`src/rtl/gpio_pkg.sv`:
```
package gpio_pkg;
  localparam int NUM_PINS = 8;
  localparam int ADDR_W   = 12;
  localparam int DATA_W   = 32;
  localparam int ID_BYTES = 4;
  localparam int ID_IDX_W = $clog2(ID_BYTES);

  typedef enum logic [1:0] {RD_NONE, RD_DATA, RD_DIR, RD_ID} rdSel_e;

  typedef struct packed {
    logic                  dataWr;
    logic                  dirWr;
    rdSel_e                rdSel;
    logic [ID_IDX_W-1:0]   idIdx;
    logic [NUM_PINS-1:0]   mask;
  } strobes_t;
endpackage

```
`src/rtl/gpioCtrl.sv`:
```
module gpioCtrl
  import gpio_pkg::*;
#(
  parameter int DIR_OFFSET = 'h400,
  parameter int ID_OFFSET  = 'hFE0
) (
  input  logic              clk,
  input  logic              rstN,
  input  logic              psel,
  input  logic              penable,
  input  logic              pwrite,
  input  logic [ADDR_W-1:0] paddr,
  output strobes_t          strb
);
  localparam int WORD_W   = ADDR_W - 2;
  localparam int DIR_WORD = DIR_OFFSET / 4;
  localparam int ID_WORD  = ID_OFFSET / 4;
  // data window spans NUM_PINS mask bits above the byte lane bits
  localparam int WIN_TOP  = NUM_PINS + 2;

  logic [WORD_W-1:0] wordAddr;
  logic inData, inDir, inId, accessWr;

  assign wordAddr = paddr[ADDR_W-1:2];
  assign inData   = (paddr[ADDR_W-1:WIN_TOP] == '0);
  assign inDir    = (int'(wordAddr) == DIR_WORD);
  assign inId     = (int'(wordAddr) >= ID_WORD) && (int'(wordAddr) < ID_WORD + ID_BYTES);
  assign accessWr = psel && penable && pwrite;

  always_comb begin
    strb        = '0;
    strb.mask   = paddr[WIN_TOP-1:2];
    strb.idIdx  = wordAddr[ID_IDX_W-1:0];
    strb.dataWr = accessWr && inData;
    strb.dirWr  = accessWr && inDir;
    strb.rdSel  = RD_NONE;
    if (psel && !pwrite) begin
      if (inData)      strb.rdSel = RD_DATA;
      else if (inDir)  strb.rdSel = RD_DIR;
      else if (inId)   strb.rdSel = RD_ID;
    end
  end

  // at most one register takes a write per cycle
  p_one_write_r9: assert property (@(posedge clk) disable iff (!rstN)
    $onehot0({strb.dataWr, strb.dirWr}));
endmodule

```
`src/rtl/gpioDatapath.sv`:
```
module gpioDatapath
  import gpio_pkg::*;
#(
  parameter logic [DATA_W-1:0] ID_VALUE = 32'h0004_1061
) (
  input  logic                clk,
  input  logic                rstN,
  input  strobes_t            strb,
  input  logic [DATA_W-1:0]   pwdata,
  input  logic [NUM_PINS-1:0] padIn,
  output logic [DATA_W-1:0]   prdata,
  output logic [NUM_PINS-1:0] padOut,
  output logic [NUM_PINS-1:0] padOe,
  output logic [NUM_PINS-1:0] syncIn
);
  logic [NUM_PINS-1:0] outReg, dirReg, syncMeta, syncReg, pinView;
  logic [7:0]          idBytes [ID_BYTES];
  logic [1:0]          upCnt;

  genvar gi;
  generate
    for (gi = 0; gi < ID_BYTES; gi++) begin : g_id
      assign idBytes[gi] = ID_VALUE[8*gi +: 8];
    end
  endgenerate

  always_ff @(posedge clk or negedge rstN) begin
    if (!rstN) begin
      outReg   <= '0;
      dirReg   <= '0;
      syncMeta <= '0;
      syncReg  <= '0;
    end else begin
      syncMeta <= padIn;
      syncReg  <= syncMeta;
      if (strb.dirWr) dirReg <= pwdata[NUM_PINS-1:0];
      if (strb.dataWr)
        outReg <= (outReg & ~strb.mask) | (pwdata[NUM_PINS-1:0] & strb.mask);
    end
  end

  assign pinView = (dirReg & outReg) | (~dirReg & syncReg);

  always_comb begin
    prdata = '0;
    unique case (strb.rdSel)
      RD_DATA: prdata[NUM_PINS-1:0] = pinView & strb.mask;
      RD_DIR:  prdata[NUM_PINS-1:0] = dirReg;
      RD_ID:   prdata[7:0]          = idBytes[strb.idIdx];
      default: prdata = '0;
    endcase
  end

  assign padOut = outReg;
  assign padOe  = dirReg;
  assign syncIn = syncReg;

  // cycles since reset, saturating, used only by the latency check
  always_ff @(posedge clk or negedge rstN) begin
    if (!rstN)             upCnt <= '0;
    else if (upCnt != 2'd2) upCnt <= upCnt + 2'd1;
  end

  p_keep_unmasked_r2: assert property (@(posedge clk) disable iff (!rstN)
    strb.dataWr |=> ((outReg ^ $past(outReg)) & ~$past(strb.mask)) == '0);

  p_masked_zero_r3: assert property (@(posedge clk) disable iff (!rstN)
    (strb.rdSel == RD_DATA) |-> ((prdata[NUM_PINS-1:0] & ~strb.mask) == '0));

  p_sync_latency_r5: assert property (@(posedge clk) disable iff (!rstN)
    (upCnt == 2'd2) |-> (syncIn == $past(padIn, 2)));

  p_dir_write_r6: assert property (@(posedge clk) disable iff (!rstN)
    strb.dirWr |=> (padOe == $past(pwdata[NUM_PINS-1:0])));

  p_regs_hold_r9: assert property (@(posedge clk) disable iff (!rstN)
    !(strb.dirWr || strb.dataWr) |=> ($stable(padOe) && $stable(padOut)));
endmodule

```
`src/rtl/gpioMaskedPort.sv`:
```
module gpioMaskedPort
  import gpio_pkg::*;
(
  input  logic                clk,
  input  logic                rstN,
  input  logic                psel,
  input  logic                penable,
  input  logic                pwrite,
  input  logic [ADDR_W-1:0]   paddr,
  input  logic [DATA_W-1:0]   pwdata,
  output logic [DATA_W-1:0]   prdata,
  input  logic [NUM_PINS-1:0] padIn,
  output logic [NUM_PINS-1:0] padOut,
  output logic [NUM_PINS-1:0] padOe,
  output logic [NUM_PINS-1:0] syncIn
);
  strobes_t strb;

  gpioCtrl i_ctrl (
    .clk(clk), .rstN(rstN), .psel(psel), .penable(penable),
    .pwrite(pwrite), .paddr(paddr), .strb(strb)
  );

  gpioDatapath i_dp (
    .clk(clk), .rstN(rstN), .strb(strb), .pwdata(pwdata), .padIn(padIn),
    .prdata(prdata), .padOut(padOut), .padOe(padOe), .syncIn(syncIn)
  );
endmodule

```
`config.mk`:
```
export PLATFORM = sky130hd
export DESIGN_NAME = gpioMaskedPort
export DESIGN_NICKNAME = d
export VERILOG_FILES = /design/src/rtl/gpio_pkg.sv /design/src/rtl/gpioCtrl.sv /design/src/rtl/gpioDatapath.sv /design/src/rtl/gpioMaskedPort.sv
export SDC_FILE = /design/constraint.sdc
export NUM_CORES = 1
export LEC_CHECK = 0
export BUFFER_PORTS_ARGS = -buffer_cell sky130_fd_sc_hd__buf_2
export CAP_MARGIN = 40
export CORE_MARGIN = 3
export CORE_UTILIZATION = 35
export DETAILED_ROUTE_END_ITERATION = 10
export PLACE_DENSITY = 0.76
export SETUP_SLACK_MARGIN = 0.02
export SYNTH_ARGS = -nofsm -noshare
export SYNTH_HDL_FRONTEND = slang
export SYNTH_HIERARCHICAL = 1
export SYNTH_SLANG_ARGS = --single-unit
```
`constraint.sdc`:
```
create_clock -name clk -period 7.22 [get_ports clk]
set_input_delay 2.166 -clock clk [delete_from_list [all_inputs] [get_ports clk]]
set_output_delay 2.166 -clock clk [all_outputs]
set_load 0.01 [all_outputs]
```
# ---- Word-level counts from Yosys, hierarchy flattened
# Index checks and enable logic that the tools add are counted.
dict set report op_classes {
  magnitude_cmp 3
  n_eq_ne 4
  muxes 8
  n_bitwise 10
  reduce_logical 8
}
# op count
set op_table {}
lappend op_table {{AND 8 bit} 5}
lappend op_table {{case mux 8 bit (3 select lines)} 1}
lappend op_table {{binary-select mux 8 bit (select 2 bit)} 1}
lappend op_table {{two-way mux 8 bit} 2}
lappend op_table {{NOT 8 bit} 2}
lappend op_table {{bitwise OR 8 bit} 2}
lappend op_table {{equality test 10 bit, second input constant} 1}
lappend op_table {{>= comparator 10 bit, second input constant} 1}
lappend op_table {{less-than comparator 10 bit, second input constant} 1}
lappend op_table {{two-way mux 2 bit} 4}
lappend op_table {{logical AND 1 bit} 6}
lappend op_table {{equality test 2 bit, second input constant} 2}
lappend op_table {{>= comparator 3 bit, second input constant} 1}
lappend op_table {{NOT 2 -> 3 bit} 1}
lappend op_table {{equality test 2 x 1 -> 1 bit, second input constant} 1}
lappend op_table {{logical NOT 2 bit} 1}
lappend op_table {{logical NOT 1 bit} 1}
dict set report word_totals {
  reg_bits 32
}

# ---- Depth between registers and ports, before layout
dict set report depth {
  depth_word 8
  mapped_depth 7
  mapped_depth_nobuf 6
}

# ---- Cells and area by module
# Netlist, hierarchy kept.
# mod n_inst cells_each area_per_inst_um2 seq_area_each_um2
set by_module_without_submodules {}
lappend by_module_without_submodules {gpioDatapath 1 113 1466.4 800.8}
lappend by_module_without_submodules {gpioCtrl 1 25 168.9 0.0}

# ---- Least setup slack after synthesis
# OpenSTA, ideal clock, no wires.
dict set report synth_timing {
  kind {input-to-output}
  from {in paddr[3]}
  to {out prdata[4]}
  t_arrival_ns 3.383
  path_slack_ns 1.671
  cell_stages 7
  path_cell_list {nor4_2 > nand4_1 > a211oi_2 > nor2b_1 > buf_2 > a21oi_1 > o21ai_1}
}
# item line_no
set synth_rtl {}
lappend synth_rtl {{start, declared} gpioMaskedPort.sv:9} ;# input logic [ADDR_W-1:0] paddr,
lappend synth_rtl {{end, declared} gpioMaskedPort.sv:11} ;# output logic [DATA_W-1:0] prdata,

==> results by group <==
Outcome
  • Run status: finished, final reports clean

Clock network
  • Worst-path clk slew: 0.06 ns
  • Skew-Pair Late Insertion Delay: 0.28 ns
  • CTS-repair resized insts: 0
  • CTS max path bufs: 2
  • Post-CTS Setup Inserts: 0
  • TritonCTS Buffers: 5
  • Hold buffers post-CTS: 0
  • CTS H-tree depth: 2
  • CTS sink count: 32
  • CTS tree: built
  • Clk Tree Root Cell: clkbuf_8

Worst setup path
  • Startpoint Class: primary input
  • Worst setup EP type: output port
  • Stages on the worst setup path: 9
  • CP Class: primary input to output port
  • Critical path buffer and inverter count: 3
  • Flop-to-flop setup slack: 6.41 ns
  • Crit path top cell by count: buf_2
  • CP Data Required Time: 5.05 ns
  • Worst path slowest cell: nor2b_1
  • FF-to-FF path depth: 1
  • Worst path cell trace: buf_2, nor4_2, nand4_1, a211oi_2, nor2b_1, buf_4, a32oi_1, nand2_1, buf_2
  • Family with the most delay on the worst path: simple AND/OR/NAND/NOR gates
  • Worst path max stage delay: 0.38 ns
  • Arr. time, crit path: 4.00 ns
  • Largest fanout on the critical path: 6

Global route
  • Antenna violations before repair: 0
  • Gr ovfl total: 0
  • Pin count of the biggest net entering global routing: 33
  • First-pass GRT wire length: approximately 5.6 mm
  • All-Layer GR Usage: 13.67%
  • Vias in the first global route: 1167

Routing
  • Final WL: between 3 and 4 mm
  • Pre-antenna DRT Iters: 4
  • Initial DRC count: 22
  • Drt wl/cell: roughly 14 um
  • Uppermost routed layer: met4
  • Metal2 WL: 1.808 mm
  • Vias: 1136
  • DRC: 0
  • M1 WL: around 1.4 mm
  • Via-to-Cell Ratio: ~4.6
  • Met3 wire length: 256 um
  • Post-route ant nets: 0

Yosys
  • Seq/Total Area, Yosys: 48.97%
  • Top cell type's share of synthesized area: between 40% and 50%
  • Total of warnings raised by yosys: 6
  • Most frequent cell after synthesis: buf_4
  • Netlist cell types: 24
  • Synth area leader: dfrtp_1
  • Post-Syn Area: 1635 um^2
  • Synth Flop Type: dfrtp_1
  • List of most frequent post-synthesis cells: buf_4, dfrtp_1, mux2_2, nand2_1, mux2_4
  • Area contributors post-synth: dfrtp_1, buf_4, mux2_2
  • Mapped Avg Cell Area: 11.85 um^2
  • Yosys reg bits: 32
  • Mapped Cells: approximately 140
  • Number of flops mapped to enable cells by yosys: 0
  • Ys async rst share: 100.0%

Placed design
  • Pre-CTS setup slack: 1.038 ns
  • Port bufs: 62
  • Final RePlAce weighted congestion: 0.7310
  • Post-DP HPWL: 2.830 mm

Floorplan
  • Core box area: roughly 4400 um^2
  • Ports: 113
  • Die height: ~74 um
  • Starting density of the core: 36.80%
  • Row count: 24
  • Die area: around 5500 um^2
  • Die W: around 74 um

Layout
  • Final net count: 250
  • Layout cell share with drive strength beyond 1: 49.22%
  • Antenna Cells: 0
  • Layout overhead on the synthesized area: 17.60%
  • Fillcell total: about 460

Timing
  • Setup TNS Final: 0 ns
  • Final Hold Violating Endpoints: 0
  • Setup violators final: 0
  • Final clock skew: 0.002006 ns
  • Pins over their slew limit: 0
  • Worst slew pin tran: 0.8148 ns
  • Slew margin rel.: 45.48%
  • Max Freq: ~160 MHz
  • RSZ-0062 raised after global routing: false
  • Fin worst setup slack: 1.052 ns
  • Min cycle time layout: 6.168 ns
  • Fin crit share: 85.43%

Min path
  • HP Class: flop to flop
  • Hold Path Depth: 0

Power and ir drop
  • Static Leak: 1.026 nW
  • VDD IR max: 0.1378 mV
  • P per Cell Area: 208.0 nW/um^2

Job
  • Max_cap viols: 0
[cell usage in the layout, fill, tap and decap left out, drive strengths merged, types with 3 or more instances in the layout]
master	n
nor2	6
clkbuf	7
nor2b	3
nand2	13
dfrtp	32
a32oi	4
buf	63
a32o	3
conb	24
mux2	23
[routing by layer]
| layer | track usage, % | vias to the layer above |
|---|---|---|
| li1 | - | 531 |
| met1 | 16.12 | 558 |
| met2 | 23.03 | 42 |
| met3 | 5.000 | 5 |
| met4 | 4.743 | 0 |
| met5 | 0 | - |
[cell families (layout without fill, tap and decap cells)]
logic type,count (synthesis),count (layout),share of synthesized area [%]
buf+inv,38,70,16.99
mux,24,24,18.06
other cells,1,24,0.2293
compound gates,11,11,5.661
flops,32,32,48.97
simple gates,32,32,10.10
[area by class of cell]
type | count | area (um^2) | share of cell area, %
multi-input combinational | 91 | 643.1 | 33.44
clock buffer | 7 | 96.34 | 5.010
timing repair buffer | 63 | 317.8 | 16.53
sequential | 32 | 800.8 | 41.64
tap | 52 | 65.06 | 3.383
[metrics by stage]
| stage | total power, mW | instance area (um^2) | cells | hold WS (ns) | utilization [%] |
|---|---|---|---|---|---|
| finish | 0.4001 | 1923 | 245 | 0.3486 | 43.27 |
| global route | 0.4235 | 1923 | 245 | 0.3559 | 43.27 |
| CTS | 0.4066 | 1923 | 245 | 0.3519 | 43.27 |
| detailed placement | 0.2597 | 1827 | 238 | 0.3373 | 41.10 |
| global placement | 0.2581 | 1827 | 238 | 0.3316 | 41.10 |
| floorplan | 0.2436 | 1722 | 161 | 0.3312 | - |
[where the power goes]
group	total (mW)	switching, mW	internal (mW)
sequential	0.201	0.00793	0.193
combinational	0.0545	0.0299	0.0246
clock	0.145	0.0600	0.0847
total	0.400	0.0978	0.302
[final timing paths]
| path | endpoint | startpoint |
|---|---|---|
| worst max-delay path | prdata[2] | paddr[3] |
| worst min-delay path | i_dp/syncIn[4] | i_dp/syncMeta[4] |
| worst max register to register | i_dp/padOe[0] | i_dp/padOe[0] |
| worst min register to register | i_dp/syncIn[4] | i_dp/syncMeta[4] |
| max in group asynchronous | i_dp/syncMeta[4] | rstN |
| min in group asynchronous | i_dp/syncMeta[1] | rstN |
Power figures use the tool's default switching activity.
